--- src/rtl/tmr_pkg.sv ---
package tmr_pkg;
  localparam int DATA_W = 8;
  localparam int CNT_W  = 2 * DATA_W;
  localparam int DIGITS = CNT_W / 4;

  typedef enum logic [1:0] {
    ACC_LATCH = 2'b00,
    ACC_LO    = 2'b01,
    ACC_HI    = 2'b10,
    ACC_WORD  = 2'b11
  } acc_e;

  typedef enum logic [1:0] {
    CM_TERM,
    CM_RATE,
    CM_SQUARE
  } cmode_e;

  // Mode code from the control byte to the behaviour actually built.
  function automatic cmode_e map_mode(input logic [2:0] code);
    cmode_e m;
    case (code)
      3'd2, 3'd6: m = CM_RATE;
      3'd3, 3'd7: m = CM_SQUARE;
      default:    m = CM_TERM;
    endcase
    return m;
  endfunction

  // One step down, binary or packed decimal, wrapping at zero.
  function automatic logic [CNT_W-1:0] count_dec(input logic [CNT_W-1:0] v,
                                                 input logic bcd);
    logic [CNT_W-1:0] r;
    logic borrow;
    r = v;
    if (!bcd) begin
      r = v - CNT_W'(1);
    end else begin
      borrow = 1'b1;
      for (int d = 0; d < DIGITS; d++) begin
        if (borrow) begin
          if (v[4*d +: 4] == 4'd0) begin
            r[4*d +: 4] = 4'd9;
          end else begin
            r[4*d +: 4] = v[4*d +: 4] - 4'd1;
            borrow = 1'b0;
          end
        end
      end
    end
    return r;
  endfunction
endpackage

--- src/rtl/tmr_port.sv ---
module tmr_port
  import tmr_pkg::*;
(
  input  logic              clk,
  input  logic              rst_n,
  input  logic              cfg_wr,
  input  logic              latch_wr,
  input  logic              data_wr,
  input  logic              data_rd,
  input  logic [DATA_W-1:0] wdata,
  input  logic [CNT_W-1:0]  live_cnt,
  output cmode_e            mode,
  output logic              bcd,
  output logic              held,
  output logic              commit,
  output logic [CNT_W-1:0]  load_val,
  output logic [DATA_W-1:0] rdata
);
  acc_e              acc_q;
  logic              hi_q;
  logic [DATA_W-1:0] lo_q;
  logic [CNT_W-1:0]  snap_q;
  logic [CNT_W-1:0]  view;
  logic              rd_hi;
  logic              seq_last;

  always_comb begin
    seq_last = (acc_q != ACC_WORD) || hi_q;
    commit   = data_wr && seq_last;
    case (acc_q)
      ACC_HI:   load_val = {wdata, {DATA_W{1'b0}}};
      ACC_WORD: load_val = {wdata, lo_q};
      default:  load_val = {{DATA_W{1'b0}}, wdata};
    endcase
    view  = held ? snap_q : live_cnt;
    rd_hi = (acc_q == ACC_HI) || ((acc_q == ACC_WORD) && hi_q);
    rdata = rd_hi ? view[CNT_W-1 -: DATA_W] : view[DATA_W-1:0];
  end

  always_ff @(posedge clk or negedge rst_n) begin
    if (!rst_n) begin
      acc_q  <= ACC_WORD;
      mode   <= CM_TERM;
      bcd    <= 1'b0;
      hi_q   <= 1'b0;
      lo_q   <= '0;
      snap_q <= '0;
      held   <= 1'b0;
    end else if (cfg_wr) begin
      acc_q <= acc_e'(wdata[5:4]);
      mode  <= map_mode(wdata[3:1]);
      bcd   <= wdata[0];
      hi_q  <= 1'b0;
      held  <= 1'b0;
    end else begin
      if (latch_wr && !held) begin
        snap_q <= live_cnt;
        held   <= 1'b1;
      end
      if ((data_wr || data_rd) && acc_q == ACC_WORD) hi_q <= !hi_q;
      if (data_wr && acc_q == ACC_WORD && !hi_q) lo_q <= wdata;
      if (data_rd && held && seq_last) held <= 1'b0;
    end
  end
endmodule

--- src/rtl/tmr_counter.sv ---
module tmr_counter
  import tmr_pkg::*;
(
  input  logic             clk,
  input  logic             rst_n,
  input  logic             tick,
  input  logic             cfg_wr,
  input  logic             cfg_term,
  input  logic             commit,
  input  logic [CNT_W-1:0] load_val,
  input  cmode_e           mode,
  input  logic             bcd,
  output logic [CNT_W-1:0] count,
  output logic             out
);
  logic [CNT_W-1:0] reload_q;
  logic [CNT_W-1:0] dec1;
  logic [CNT_W-1:0] dec2;
  logic [CNT_W-1:0] even_ld;
  logic             run_q;

  always_comb begin
    dec1    = count_dec(count, bcd);
    dec2    = count_dec(dec1, bcd);
    even_ld = {reload_q[CNT_W-1:1], 1'b0};
  end

  always_ff @(posedge clk or negedge rst_n) begin
    if (!rst_n) begin
      count    <= '0;
      reload_q <= '0;
      run_q    <= 1'b0;
      out      <= 1'b0;
    end else if (cfg_wr) begin
      run_q <= 1'b0;
      out   <= !cfg_term;
    end else if (commit) begin
      count    <= load_val;
      reload_q <= load_val;
      run_q    <= 1'b1;
      out      <= (mode != CM_TERM);
    end else if (tick && run_q) begin
      case (mode)
        CM_RATE: begin
          if (count == CNT_W'(1)) begin
            count <= reload_q;
            out   <= 1'b1;
          end else begin
            count <= dec1;
            out   <= (dec1 != CNT_W'(1));
          end
        end
        CM_SQUARE: begin
          if (count == CNT_W'(1) || count == CNT_W'(2)) begin
            out   <= !out;
            count <= out ? even_ld : reload_q;
          end else begin
            count <= dec2;
          end
        end
        default: begin
          count <= dec1;
          if (dec1 == '0) out <= 1'b1;
        end
      endcase
    end
  end
endmodule

--- src/rtl/interval_timer3.sv ---
module interval_timer3
  import tmr_pkg::*;
#(
  parameter int NUM_CH = 3,
  parameter int ADDR_W = 2
) (
  input  logic              clk,
  input  logic              rst_n,
  input  logic              tick,
  input  logic              wr_en,
  input  logic              rd_en,
  input  logic [ADDR_W-1:0] addr,
  input  logic [DATA_W-1:0] wdata,
  output logic [DATA_W-1:0] rdata,
  output logic [NUM_CH-1:0] tmr_out
);
  localparam logic [ADDR_W-1:0] CTL_ADDR = {ADDR_W{1'b1}};

  logic              ctl_sel;
  logic [1:0]        ctl_ch;
  acc_e              ctl_acc;
  logic              cfg_term;
  logic [NUM_CH-1:0] ch_cfg, ch_latch, ch_wr, ch_rd;
  logic [NUM_CH-1:0] ch_held, ch_commit, ch_is_term, ch_is_rate;
  cmode_e            ch_mode  [NUM_CH];
  logic [DATA_W-1:0] ch_rdata [NUM_CH];

  assign ctl_sel  = wr_en && (addr == CTL_ADDR);
  assign ctl_ch   = wdata[DATA_W-1 -: 2];
  assign ctl_acc  = acc_e'(wdata[5:4]);
  assign cfg_term = (map_mode(wdata[3:1]) == CM_TERM);

  for (genvar g = 0; g < NUM_CH; g++) begin : g_ch
    logic [CNT_W-1:0] cnt;
    logic [CNT_W-1:0] ld;
    logic             bcd;

    assign ch_cfg[g]     = ctl_sel && (ctl_ch == 2'(g)) && (ctl_acc != ACC_LATCH);
    assign ch_latch[g]   = ctl_sel && (ctl_ch == 2'(g)) && (ctl_acc == ACC_LATCH);
    assign ch_wr[g]      = wr_en && (addr == ADDR_W'(g));
    assign ch_rd[g]      = rd_en && !wr_en && (addr == ADDR_W'(g));
    assign ch_is_term[g] = (ch_mode[g] == CM_TERM);
    assign ch_is_rate[g] = (ch_mode[g] == CM_RATE);

    tmr_port u_port (
      .clk      (clk),
      .rst_n    (rst_n),
      .cfg_wr   (ch_cfg[g]),
      .latch_wr (ch_latch[g]),
      .data_wr  (ch_wr[g]),
      .data_rd  (ch_rd[g]),
      .wdata    (wdata),
      .live_cnt (cnt),
      .mode     (ch_mode[g]),
      .bcd      (bcd),
      .held     (ch_held[g]),
      .commit   (ch_commit[g]),
      .load_val (ld),
      .rdata    (ch_rdata[g])
    );

    tmr_counter u_cnt (
      .clk      (clk),
      .rst_n    (rst_n),
      .tick     (tick),
      .cfg_wr   (ch_cfg[g]),
      .cfg_term (cfg_term),
      .commit   (ch_commit[g]),
      .load_val (ld),
      .mode     (ch_mode[g]),
      .bcd      (bcd),
      .count    (cnt),
      .out      (tmr_out[g])
    );
  end

  always_comb begin
    rdata = '0;
    for (int i = 0; i < NUM_CH; i++) begin
      if (addr == ADDR_W'(i)) rdata = ch_rdata[i];
    end
  end
endmodule

--- config.mk ---
export PLATFORM = sky130hd
export DESIGN_NAME = interval_timer3
export DESIGN_NICKNAME = d
export VERILOG_FILES = /design/src/rtl/tmr_pkg.sv /design/src/rtl/tmr_port.sv /design/src/rtl/tmr_counter.sv /design/src/rtl/interval_timer3.sv
export SDC_FILE = /design/constraint.sdc
export NUM_CORES = 1
export LEC_CHECK = 0
export BUFFER_PORTS_ARGS = -buffer_cell sky130_fd_sc_hd__buf_4
export CAP_MARGIN = 20
export CORE_MARGIN = 10
export CORE_UTILIZATION = 41
export CTS_CLUSTER_SIZE = 24
export DETAILED_ROUTE_END_ITERATION = 8
export HOLD_SLACK_MARGIN = 0.12
export PLACE_DENSITY = 0.55
export SYNTH_ARGS = -nofsm -noshare
export SYNTH_HDL_FRONTEND = slang
export SYNTH_SLANG_ARGS = --single-unit
export TNS_END_PERCENT = 20
--- constraint.sdc ---
create_clock -name clk -period 4.58 [get_ports clk]
set_clock_uncertainty 0.2 [all_clocks]
set_input_delay 0.687 -clock clk [delete_from_list [all_inputs] [get_ports clk]]
set_output_delay 0.687 -clock clk [all_outputs]
set_load 0.005 [all_outputs]
* Yosys cells after proc, flatten, opt, wreduce, memory -nomap -nowiden
Index checks and enable logic that the tools add are counted.
Storage, ports and cells: bits of input ports 15, logic and storage cells 408, register bits after elaboration 195, output and inout port bits 11
Operators by class: bitwise logic cells 3, reduce and logical (&&, ||, !) cells 137, $add $sub $neg 30, equal/unequal tests 36, multiplexer cells 169
Operators by type and width (count):
- 16-bit two-way mux | 21
- 16-bit one-hot mux with 2 select lines | 6
- 4-bit two-way mux | 42
- 4-bit logical NOT | 24
- 16-bit by 1-bit subtractor with 16-bit output, second input constant | 6
- 4-bit by 1-bit subtractor with 4-bit output, second input constant | 24
- 1-bit two-way mux | 90
- 16-bit by 1-bit == test with 1-bit output, second input constant | 3
- 16-bit by 2-bit == test with 1-bit output, second input constant | 3
- 16-bit logical NOT | 3
- 8-bit two-way mux | 6
- 16-bit by 1-bit inequality test with 1-bit output, second input constant | 3
- 1-bit logical AND | 44
- 2-bit nonzero test | 13
- 2-bit == test, second input constant | 12
- 2-bit AND reduction | 12
- 3-bit nonzero test | 6
- 5-bit nonzero test | 3
- 1-bit logical OR | 12
- 4-bit by 1-bit inequality test with 1-bit output, second input constant | 3
- 1-bit logical NOT | 11
- 2-bit by 1-bit == test with 1-bit output, second input constant | 5
- 3-bit AND reduction | 3
- 2-bit logical NOT | 4
- other kinds (7) | 16

* Longest topological paths before layout
word-level depth 22, gate-level depth with buffers 14, depth with buffers taken out 13

* Cells and area by module
Synthesis repeated with hierarchy kept, for this count alone.
Unflattened totals: cell total of the unflattened synthesis 1754, area total of the unflattened synthesis 15775.1 um^2
Modules (own cells, without submodules):
- tmr_port | cells each 123, area an instance 1631.6 um^2, seq. area each 778.2 um^2, times used 3
- tmr_counter at g_ch[0].u_cnt | cells each 461, area an instance 3529.6 um^2, seq. area each 850.8 um^2, times used 1
- tmr_counter at g_ch[2].u_cnt | cells each 457, area an instance 3519.6 um^2, seq. area each 850.8 um^2, times used 1
- tmr_counter at g_ch[1].u_cnt | cells each 426, area an instance 3503.4 um^2, seq. area each 850.8 um^2, times used 1
- interval_timer3 | cells each 41, area an instance 327.8 um^2, seq. area each 0.0 um^2, times used 1

* Worst setup path after synthesis
OpenSTA, ideal clock, no wires.
kind register -> register, from register g_ch[2].u_cnt.count[0], to register g_ch[2].u_cnt.count[15], setup time 123 ps, clock period less this slack 3701 ps, path buffers 2, setup slack 879 ps, arrival time 3377 ps, stages on the path, launching flop included 13, cell sequence dfrtp_1 > clkbuf_1 > inv_1 > ha_1 > nor3b_1 > nand2_1 > xor2_1 > nor4b_1 > buf_2 > nand3_1 > or4_1 > a31oi_1 > o21ai_1
Between the ends: cells in the longest elaborated chain, start to end 17, elaborated cells on any way between the ends 39, those cells by class add/sub: 4; eq/ne: 2; mux: 27; reduce/logical: 6
Ends and longest elaborated chain:
- start: declaration | RTL line tmr_counter.sv:13 | output logic [CNT_W-1:0] count,
- start signal: assignment | RTL line tmr_counter.sv:38 | count <= load_val;
- start signal: assignment | RTL line tmr_counter.sv:46 | count <= reload_q;
- start signal: assignment | RTL line tmr_counter.sv:56 | count <= out ? even_ld : reload_q;
- parallel branches: the longest is 14 deep, another holds 16-bit by 1-bit subtractor with 16-bit output
- 16-bit one-hot mux with 2 select lines (*) | RTL line tmr_counter.sv:43 | case (mode)
- 16-bit two-way mux (*) | RTL line tmr_counter.sv:42 | end else if (tick && run_q) begin
- 16-bit two-way mux (*) | RTL line tmr_counter.sv:37 | end else if (commit) begin
Mark *: on every way between the ends. The select of a mux whose other input is x is not followed. A chain may end at the register's enable or synchronous reset.

* Worst setup path in the final report
from register g_ch[1].u_cnt.count[0], to register g_ch[1].u_cnt.count[12]
Between the ends: cells in the longest elaborated chain, start to end 17, elaborated cells on any way between the ends 39, those cells by class add/sub: 4; eq/ne: 2; mux: 27; reduce/logical: 6
Ends and longest elaborated chain (RTL line):
- start: declaration | tmr_counter.sv:13
- start signal: assignment | tmr_counter.sv:38
- start signal: assignment | tmr_counter.sv:46
- start signal: assignment | tmr_counter.sv:56
- parallel branches: the longest is 14 deep, another holds 16-bit by 1-bit subtractor with 16-bit output
- 16-bit one-hot mux with 2 select lines (*) | tmr_counter.sv:43
- 16-bit two-way mux (*) | tmr_counter.sv:42
- 16-bit two-way mux (*) | tmr_counter.sv:37
Marks and branches as above.

==> flow_summary.toml <==
[route]
num_vias = 13500
wl_per_cell_um = 24.3
first_pass_iters = 8
drt_iter0_markers = 1454
totalWireLength_um = 50400
via_per_inst = 6.51
drtAntennaViolNets = 0
drc = 0

[final_layout]
multi_input_area_mm2 = 0.00871
nFillCells = 3388
drive_above_1_share_pct = 14.5
register_area_mm2 = 0.00489
nets = 1651
layout_commonest_cell = "nand2_1"
diodes = 0
final_util_pct = 45.3
area_delta_synth_final_pct = 9.15
mostFrequentLayoutCells = "nand2_1 (190), dfrtp_1 (189), o21ai_0 (130), nor2_1 (122), buf_4 (75)"

[setup_path]
crit_type = "reg2reg"
crit_required_ns = 4.71
arrival_ns = 4.18
crit_path_end_kind = "flip-flop"
r2r_slack_ns = 0.53
start_kind = "flip-flop"
cp_max_fo = 11

[sta]
rsz0062_at_grt = "false"
finalSetupTns_ns = 0
hold_ws_ns = 0.282
fmax_ghz = 0.247
hold_violations = 0
worst_slew_pin_slew_ns = 1.14
period_share_pct = 88.4
setup_violations = 0
relSlewSlack_pct = 23.5
fin_crit_ns = 4.05
final_max_slew_viol_count = 0

[logic_synthesis]
synth_fp_nets = 1687
synth_seq_area_share_pct = 34.2
synth_top_area_share_pct = 33.1
synth_edf_count = 0
synthTopCellsByArea = "dfrtp_1 (33%), mux2_2 (5.1%), nand2_1 (5.0%)"
synth_top_area_cell = "dfrtp_1"
synth_flop_cell = "dfrtp_1"
synth_warnings = 0
synthDistinctLibCells = 87
async_reset_ff_share_pct = 100
syn_area_mm2 = 0.0143
netlist_instances = 1645
syn_avg_cell_area_um2 = 8.68
ys_ff_latch = 195

[grt]
grt_first_pass_wirelength_um = 77900
grt_max_degree = 71
antenna_found_initial = 2
grt_usage_pct = 23.6
grt_pass1_vias = 12600
grt.overflow.total = 0

[cts]
clock-sinks = 195
numCtsBuffers = 17
clk_latency_ns = 0.46
path_clk_slew_ns = 0.09
htree_levels = 4
root_buffer = "clkbuf_16"
clk_path_buf_depth = 2
post_cts_buffers = 0
cts_tree = "done"

[place]
dpl.hpwl_um = 36900
io_buffers = 25
gp_congestion = 0.974

[die]
fp.dieW_um = 207
std_cell_rows = 68
start_util_pct = 41.5
die_area_mm2 = 0.0427
coreArea_mm2 = 0.0345
pin_count = 26
die_y_um = 207

[power_and_ir_drop]
leakage_nw = 6.29
ir_worst_vdd_uv = 301
power_density_mw_per_mm2 = 640
power_w = 0.00997

[min_path]
hold_path_class = "reg2reg"

[run_status]
status = "complete, no violations"

[run]
maxCapViolCount = 0
## final timing paths
check                      depth (start not counted)                    endpoint                     start
setup / recovery                                  10     g_ch[1].u_cnt.count[12]    g_ch[1].u_cnt.count[0]
hold / removal                                     2    g_ch[2].u_port.snap_q[0]  g_ch[2].u_port.snap_q[0]
setup reg to reg                                  10     g_ch[1].u_cnt.count[12]    g_ch[1].u_cnt.count[0]
hold reg to reg                                    2    g_ch[2].u_port.snap_q[0]  g_ch[2].u_port.snap_q[0]
max in group asynchronous                          3  g_ch[1].u_cnt.reload_q[13]                     rst_n
min in group asynchronous                          2      g_ch[0].u_cnt.count[3]                     rst_n
## power by group
group / switching, W / internal, W / total, W
clock: 0.000827 / 0.000853 / 0.00168
sequential: 0.000853 / 0.00228 / 0.00314
combinational: 0.00310 / 0.00205 / 0.00516
total: 0.00478 / 0.00519 / 0.00997
## cell usage after synthesis, types with 19 or more instances
library cell / instances
nand2_1: 190
dfrtp_1: 189
o21ai_0: 131
nor2_1: 122
clkbuf_1: 110
mux2_2: 65
a21oi_1: 61
nand3_1: 42
inv_1: 38
nor3_1: 37
a221oi_1: 36
xnor2_1: 33
o31ai_1: 29
ha_1: 27
mux2i_1: 27
a22o_1: 25
mux4_2: 24
and2_1: 22
o211ai_1: 22
nand4_1: 20
nor4_1: 20
a31oi_1: 19
nor2b_1: 19
## flip-flops by register name, indices dropped and copies added (netlist names)
name,count
g_ch.u_port.lo_q,24
g_ch.u_port.snap_q,48
g_ch.u_cnt.run_q,3
g_ch.u_cnt.reload_q,48
g_ch.u_port.bcd,3
g_ch.u_port.hi_q,3
g_ch.u_cnt.out,3
g_ch.u_port.held,3
g_ch.u_port.acc_q,6
g_ch.u_cnt.count,48
g_ch.u_port.mode,6
## metal layers
metal	vias to the layer above	global-route usage (%)	part of all wire, %	wire length, µm
met3	64	4.07	7.7	3870
met5	-	0	0	0
met2	649	36.7	46	22900
li1	6114	-	-	-
met4	0	6.36	2.0	1010
met1	6699	33.0	45	22600
## kinds of logic after synthesis
kind of cell / share of synthesized area, %
AND/OR/NAND/NOR: 20.5
AO/OA/AOI/OAI: 24.3
flip-flops: 34.2
buffers and inverters: 4.95
multiplexers: 10.8
XOR/XNOR: 2.88
adder cells (fa/ha/maj): 2.36
## through the flow
stage | setup slack, ns | instance area, µm² | cells
after floorplan | 0.879 | 14300 | 1645
after global placement | 0.719 | 14900 | 2043
after detailed placement | 0.633 | 14900 | 2043
after CTS | 0.625 | 15600 | 2076
after global routing | 0.323 | 15600 | 2077
final | 0.532 | 15600 | 2077
## worst max-delay path: stages, from the launching register on
cell and delay [ns]:
dfrtp_1 0.50, inv_1 0.15, ha_1 0.32, or3b_1 0.51
mux2i_1 0.18, a2111o_1 0.44, nand4bb_1 0.47, nor3_1 0.59
nand2_1 0.10, a221oi_1 0.31, o31ai_1 0.15
## repair_timing
item	4_1_cts	5_1_grt
hold buffers	1	0
resized for setup	0	0
endpoints found under the hold margin	65	0
setup endpoints to repair	0	0
## cell type report
| type | instances | area share, % |
|---|---|---|
| multi-input cells | 1274 | 55.9 |
| flip-flops and latches | 195 | 31.3 |
| repair buffers | 79 | 3.92 |
| well taps | 455 | 3.65 |
| clock buffers | 17 | 2.73 |
| clock inverters | 15 | 1.48 |
| inverters | 42 | 1.01 |
(Power assumes the default switching activity.)
